<file path="src/rtl/adc_frame_ctrl.sv">
module adc_frame_ctrl #(
  parameter int HALF_CYC  = 5,
  parameter int SETUP_CYC = 1,
  parameter int HOLD_CYC  = 2,
  parameter int QUIET_CYC = 5,
  parameter int WAKE_CYC  = 100,
  parameter int CHAN_W    = 4,
  parameter int DATA_W    = 12,
  parameter int WR_BIT    = 15,
  parameter int COD_BIT   = 4
) (
  input  logic              clk,
  input  logic              rst_n,
  input  logic              start,
  input  logic              run,
  input  logic              wake,
  input  logic              ctrl_we,
  input  logic [15:0]       ctrl_wd,
  output logic              cs_n,
  output logic              sclk,
  output logic              sdo,
  input  logic              sdi,
  output logic              res_valid,
  input  logic              res_ready,
  output logic [CHAN_W-1:0] res_chan,
  output logic [DATA_W-1:0] res_data,
  output logic              res_twos
);
  localparam int FB = CHAN_W + DATA_W;
  localparam int NW = $clog2(FB + 1);
  localparam int TW = $clog2(WAKE_CYC + QUIET_CYC + SETUP_CYC + HOLD_CYC + HALF_CYC + 1);

  typedef enum logic [2:0] {S_IDLE, S_WAKE, S_SETUP, S_SHIFT, S_HOLD, S_QUIET} st_t;

  st_t          st;
  logic [TW-1:0] tmr;
  logic [NW-1:0] nfall;
  logic [15:0]   ctrl_q, sho;
  logic [FB-1:0] shi;
  logic          w_we, w_cod, cod_act;
  logic          pend_go, pend_wake;

  wire go   = (pend_go || start || run) && !res_valid;
  wire wk   = pend_wake || wake;
  wire tick = (tmr == TW'(HALF_CYC - 1));

  assign sdo = sho[15];

  always_ff @(posedge clk or negedge rst_n) begin
    if (!rst_n) ctrl_q <= '0;
    else if (ctrl_we) ctrl_q <= ctrl_wd;
  end

  always_ff @(posedge clk or negedge rst_n) begin
    if (!rst_n) begin
      st <= S_IDLE; tmr <= '0; nfall <= '0;
      cs_n <= 1'b1; sclk <= 1'b1;
      sho <= '0; shi <= '0;
      w_we <= 1'b0; w_cod <= 1'b0; cod_act <= 1'b0;
      pend_go <= 1'b0; pend_wake <= 1'b0;
      res_valid <= 1'b0; res_chan <= '0; res_data <= '0; res_twos <= 1'b0;
    end else begin
      if (start) pend_go <= 1'b1;
      if (wake) pend_wake <= 1'b1;
      if (res_valid && res_ready) res_valid <= 1'b0;
      case (st)
        S_IDLE: if (go) begin
          pend_go <= 1'b0;
          tmr <= '0;
          if (wk) begin
            pend_wake <= 1'b0;
            st <= S_WAKE;
          end else begin
            st <= S_SETUP; cs_n <= 1'b0; sho <= ctrl_q;
            w_we <= ctrl_q[WR_BIT]; w_cod <= ctrl_q[COD_BIT];
          end
        end
        S_WAKE: if (tmr == TW'(WAKE_CYC - 1)) begin
          tmr <= '0; st <= S_SETUP; cs_n <= 1'b0; sho <= ctrl_q;
          w_we <= ctrl_q[WR_BIT]; w_cod <= ctrl_q[COD_BIT];
        end else tmr <= tmr + 1'b1;
        S_SETUP: if (tmr == TW'(SETUP_CYC - 1)) begin
          tmr <= '0; nfall <= '0; st <= S_SHIFT;
        end else tmr <= tmr + 1'b1;
        S_SHIFT: if (tick) begin
          tmr <= '0;
          sclk <= ~sclk;
          if (sclk) begin
            shi <= {shi[FB-2:0], sdi};
            nfall <= nfall + 1'b1;
          end else if (nfall == NW'(FB)) st <= S_HOLD;
          else sho <= {sho[14:0], 1'b0};
        end else tmr <= tmr + 1'b1;
        S_HOLD: if (tmr == TW'(HOLD_CYC - 1)) begin
          tmr <= '0; cs_n <= 1'b1; st <= S_QUIET;
          res_valid <= 1'b1;
          res_chan <= shi[FB-1:DATA_W];
          res_data <= shi[DATA_W-1:0];
          res_twos <= cod_act;
          if (w_we) cod_act <= w_cod;
        end else tmr <= tmr + 1'b1;
        S_QUIET: if (tmr == TW'(QUIET_CYC - 1)) begin
          tmr <= '0; st <= S_IDLE;
        end else tmr <= tmr + 1'b1;
        default: st <= S_IDLE;
      endcase
    end
  end

  p_clk_in_frame_r2: assert property (@(posedge clk) disable iff (!rst_n)
    !$stable(sclk) |-> !cs_n);
  p_cs_at_clk_high_r2: assert property (@(posedge clk) disable iff (!rst_n)
    !$stable(cs_n) |-> sclk);
  p_sixteen_falls_r2: assert property (@(posedge clk) disable iff (!rst_n)
    $rose(cs_n) |-> nfall == NW'(FB));
  p_sdo_steady_r4: assert property (@(posedge clk) disable iff (!rst_n)
    (!cs_n && !$stable(sdo)) |-> ($rose(sclk) || $fell(cs_n)));
  p_res_hold_r11: assert property (@(posedge clk) disable iff (!rst_n)
    (res_valid && !res_ready) |=> (res_valid && $stable(res_data) && $stable(res_chan) && $stable(res_twos)));
  p_no_start_stalled_r11: assert property (@(posedge clk) disable iff (!rst_n)
    $fell(cs_n) |-> !res_valid);
endmodule

</file>
<file path="config.mk">
export PLATFORM = sky130hd
export DESIGN_NAME = adc_frame_ctrl
export DESIGN_NICKNAME = d
export VERILOG_FILES = /design/src/rtl/adc_frame_ctrl.sv
export SDC_FILE = /design/constraint.sdc
export NUM_CORES = 1
export LEC_CHECK = 0
export BUFFER_PORTS_ARGS = -buffer_cell sky130_fd_sc_hd__buf_2
export CORE_AREA = 2 2 86 105
export DETAILED_ROUTE_END_ITERATION = 10
export DIE_AREA = 0 0 88 107
export GPL_TIMING_DRIVEN = 0
export PLACE_DENSITY = 0.71
export SLEW_MARGIN = 10
export SYNTH_ARGS = -nofsm -noshare
export SYNTH_HDL_FRONTEND = slang
export SYNTH_SLANG_ARGS = --single-unit
export TNS_END_PERCENT = 10
</file>
<file path="constraint.sdc">
create_clock -name clk -period 2.5 [get_ports clk]
set_input_delay 0.375 -clock clk [delete_from_list [all_inputs] [get_ports clk]]
set_output_delay 0.375 -clock clk [all_outputs]
set_load 0.05 [all_outputs]
</file>
==> implementation parameters <==
Parameter                              Value

Logic synthesis
  Number of synthesized register bits ... 88
  Sequential fraction of the synthesis area ... 56.2%
  Post-synthesis instance total ... 343
  Top_reg_cell synth ... sky130_fd_sc_hd__dfrtp_1
  Top cell type by total area after synthesis ... sky130_fd_sc_hd__dfrtp_1
  YS warnings ... 0
  Most numerous cell in the Yosys netlist ... sky130_fd_sc_hd__dfrtp_1
  Net Count, Synth ... 372
  Most frequent cells after synthesis ... sky130_fd_sc_hd__dfrtp_1 (86), sky130_fd_sc_hd__mux2_2 (51), sky130_fd_sc_hd__nand2_1 (43), sky130_fd_sc_hd__nor3_1 (20), sky130_fd_sc_hd__nor2_1 (17)
  Number of library cell types mapped by synthesis ... 47
  Synthesized area per cell ... 11.4 sq um
  Syn Std Cell Area ... 3920 sq um
  Biggest area contributors in the synthesized netlist ... sky130_fd_sc_hd__dfrtp_1 (55%), sky130_fd_sc_hd__mux2_2 (15%), sky130_fd_sc_hd__nand2_1 (4.1%)
  Number of enable-type register cells in the synthesized netlist ... 0
  Proportion of synthesized flip-flops having asynchronous set or reset ... 100%
  Area fraction of the dominant cell type after synthesis ... 54.8%

Critical path
  Critical setup path kind ... flop to flop
  Number of cells on the critical path ... 7
  Setup slack on the worst flop-to-flop path ... 0.29 ns
  Number of cells traversed by the worst register-to-register path ... 7
  Most Frequent Cell on Critical Path ... sky130_fd_sc_hd__nor4_4
  Startpoint of the lowest-slack register-to-register path ... tmr[6]
  Maximum single-stage delay on the critical path ... 0.46 ns
  Worst Setup Start Kind ... flop
  Worst Setup EP ... sho[11]
  Buffering stage count on the worst path with inverters included ... 2
  Required time reported for the critical path endpoint ... 2.74 ns
  Cell type of the slowest stage on the worst timing path ... sky130_fd_sc_hd__dfrtp_1
  Kind of cell adding the most delay to the critical path ... simple AND/OR/NAND/NOR gates
  Critical path fanouts, max ... 10
  Critical Path Sink Type ... flop
  Terminus of the critical flop-to-flop path ... sho[11]
  Start point of the critical path ... tmr[6]
  Critical path cell sequence ... nor4_4 -> nand3_2 -> nor4_4 -> or2_1 -> buf_4 -> buf_6 -> a31oi_1
  Data arrival time of the worst path ... 2.46 ns

Run
  Number of maximum-capacitance violations ... 0

Clock network
  Insertion delay to the later sink of the worst-skew pair ... 0.36 ns
  Root cell of the clock tree ... sky130_fd_sc_hd__clkbuf_8
  Number of buffers inserted during clock tree synthesis ... 9
  H-tree levels ... 3
  Number of sinks handled by clock tree synthesis ... 88
  Clock transition time at the flip-flop clock pins of the worst setup and hold paths ... 0.08 ns
  TritonCTS clock tree ... built
  Maximum clock path buffer count ... 2

Floorplanning
  Number of ports placed on the die boundary ... 45
  Initial cell density of the core ... 46.8%
  Die Ht ... 107 um
  Floorplan die area ... 9420 sq um
  Total core area ... 8380 sq um
  Horizontal extent of the die ... 88 um
  Floorplan row count ... 37

Layout
  Number of nets in the layout ... 428
  Diodes inserted ... 0
  Area Overhead vs Synth ... 15.3%
  Share of post-route cells with drive strength above 1 ... 31.9%

Detailed routing
  Number of antenna-violating nets in the routed design ... 0
  Routed via count ... 2743
  WL/cell ... 14.4 um
  Wirelength, routed ... 7.50 mm
  Initial DRT Pass Iterations ... 4
  Via density ... 5.26
  DR DRC count ... 0
  Drt initial violations ... 136

STA
  Total negative slack for setup checks ... 0 ns
  Max-slew headroom at the worst pin ... 50.8%
  Transition time at the pin with the least slew margin ... 0.738 ns
  Maximum clock skew at final layout ... 0.00787 ns
  Min Tclk post-route ... 2.21 ns
  Total count of max-transition violations in the final report ... 0
  Maximum achievable frequency ... 452 MHz
  Final number of setup-violating endpoints ... 0
  Final Hold Violating Endpoints ... 0
  Share of the clock period used by the worst path after layout ... 88.5%
  Minimum setup slack in the final design ... 0.287 ns
  RSZ-0062 raised after global routing ... no

Status
  Result of the run ... finished, final reports clean

Power and ir drop
  Power density relative to cell area ... 912 nW/um^2
  Worst IR Drop VDD ... 0.657 mV
  Static leakage ... 2.16 nW

Global routing
  Total gr overflow ... 0
  Number of global-route vias before repair ... 2770
  Number of antenna violations at the first check in global routing ... 0
  Largest net degree at the start of global routing ... 56
  Global routing usage summed across all routing layers ... 17.8%
  First-pass GRT wire length ... 12.8 mm

Placement
  Sum of net half-perimeters after detailed placement ... 5.28 mm
  Count of buffers inserted at the top-level ports ... 43
  Post-placement setup slack ... 0.311 ns
  Final weighted congestion in routability-driven placement ... 0.827

Hold path
  Min-Delay Path Class ... input pin to flop
-- where the power goes --
group	switching [mW]	internal (mW)	total [mW]	leakage [nW]
registers	0.190	1.71	1.90	1.13
clock network	0.501	0.472	0.973	0.102
logic	0.782	0.468	1.25	0.931
total	1.47	2.65	4.13	2.16
-- cell type report --
cell class	count	area, sq um
Fill cell	751	3850
Sequential cell	88	2200
Multi-Input combinational cell	225	1580
Timing Repair Buffer	45	255
Clock buffer	13	179
Tap cell	117	146
Buffer	18	95.1
Inverter	12	45.0
Clock inverter	3	21.3
-- worst min-delay path by stage --
stage,from,to,slack [ns],cells past startpoint
after floorplan,rst_n,cod_act,0.08,0
after global placement,shi[15],res_chan[3],0.48,1
after detailed placement,rst_n,ctrl_q[11],0.36,1
after CTS,res_ready,res_valid,0.17,2
after global routing,res_ready,res_valid,0.18,2
final,res_ready,res_valid,0.19,2
-- what timing repair did --
action | in CTS | in global routing
hold buffers | 1 | 0
hold endpoints to repair | 33 | 0
buffers inserted | 0 | 0
resized for setup | 0 | 0
-- per-stage QoR --
step	std cells	utilization (%)	cell area (sq um)	total power [mW]	hold slack (ns)
detailed placement	504	51.5	4320	3.18	0.364
CTS	521	54.0	4530	4.16	0.170
finish	521	54.0	4530	4.13	0.188
global placement	503	51.1	4290	3.12	0.485
global route	521	54.0	4530	4.40	0.182
floorplan	343	-	3920	2.84	0.0794
-- sequential cells by signal, indices dropped and copies added (netlist names) --
register and count:
tmr 7, w_cod 1, nfall 5, res_twos 1
pend_wake 1, res_chan 4, w_we 1, res_data 12
pend_go 1, res_valid 1, sclk 1, shi 16
cod_act 1, st 3, cs_n 1, ctrl_q 16
sho 16
-- kinds of logic (layout without fill, tap and decap cells) --
family / after synthesis / in the layout / share of synthesized area [%]
xor+xnor: 4 / 4 / 0.893
flops: 88 / 88 / 56.2
compound gates: 55 / 55 / 8.99
fa+ha+maj: 5 / 5 / 1.59
simple gates: 110 / 110 / 14.1
buf+inv: 30 / 91 / 3.57
mux: 51 / 51 / 14.6
-- layout by cell type (no fill, tap or decap), types with 2 or more instances in the layout --
master / netlist / routed
sky130_fd_sc_hd__nand3_1: 6 / 6
sky130_fd_sc_hd__mux2_2: 51 / 51
sky130_fd_sc_hd__nor4bb_1: 2 / 2
sky130_fd_sc_hd__and3_1: 3 / 3
sky130_fd_sc_hd__buf_4: 2 / 3
sky130_fd_sc_hd__clkbuf_1: 10 / 10
sky130_fd_sc_hd__o21ai_0: 12 / 12
sky130_fd_sc_hd__xnor2_1: 3 / 3
sky130_fd_sc_hd__nand2_1: 43 / 43
sky130_fd_sc_hd__o21a_1: 2 / 2
sky130_fd_sc_hd__a31oi_1: 16 / 16
sky130_fd_sc_hd__buf_2: 4 / 46
sky130_fd_sc_hd__ha_1: 5 / 5
sky130_fd_sc_hd__o22ai_1: 3 / 3
sky130_fd_sc_hd__and2_1: 2 / 2
sky130_fd_sc_hd__nor4_4: 2 / 2
sky130_fd_sc_hd__a22o_1: 2 / 2
sky130_fd_sc_hd__nor2_1: 17 / 17
sky130_fd_sc_hd__nand2b_1: 2 / 2
sky130_fd_sc_hd__nor3_1: 20 / 20
sky130_fd_sc_hd__buf_6: 2 / 2
sky130_fd_sc_hd__dfstp_2: 2 / 2
sky130_fd_sc_hd__dfrtp_1: 86 / 86
sky130_fd_sc_hd__clkbuf_8: 0 / 13
sky130_fd_sc_hd__a21oi_1: 9 / 9
sky130_fd_sc_hd__nor2b_1: 4 / 4
sky130_fd_sc_hd__inv_1: 12 / 12
-- metal layers --
metal  vias to the layer above  GRT usage (%)  part of all wire [%]
met5                         -              0                     0
met4                         0           7.69                   2.1
met3                        12           4.08                   3.3
met2                        50           29.1                    51
met1                      1354           22.4                    43
li1                       1327              -                     -
No activity file was read; power rests on OpenSTA's default activity.
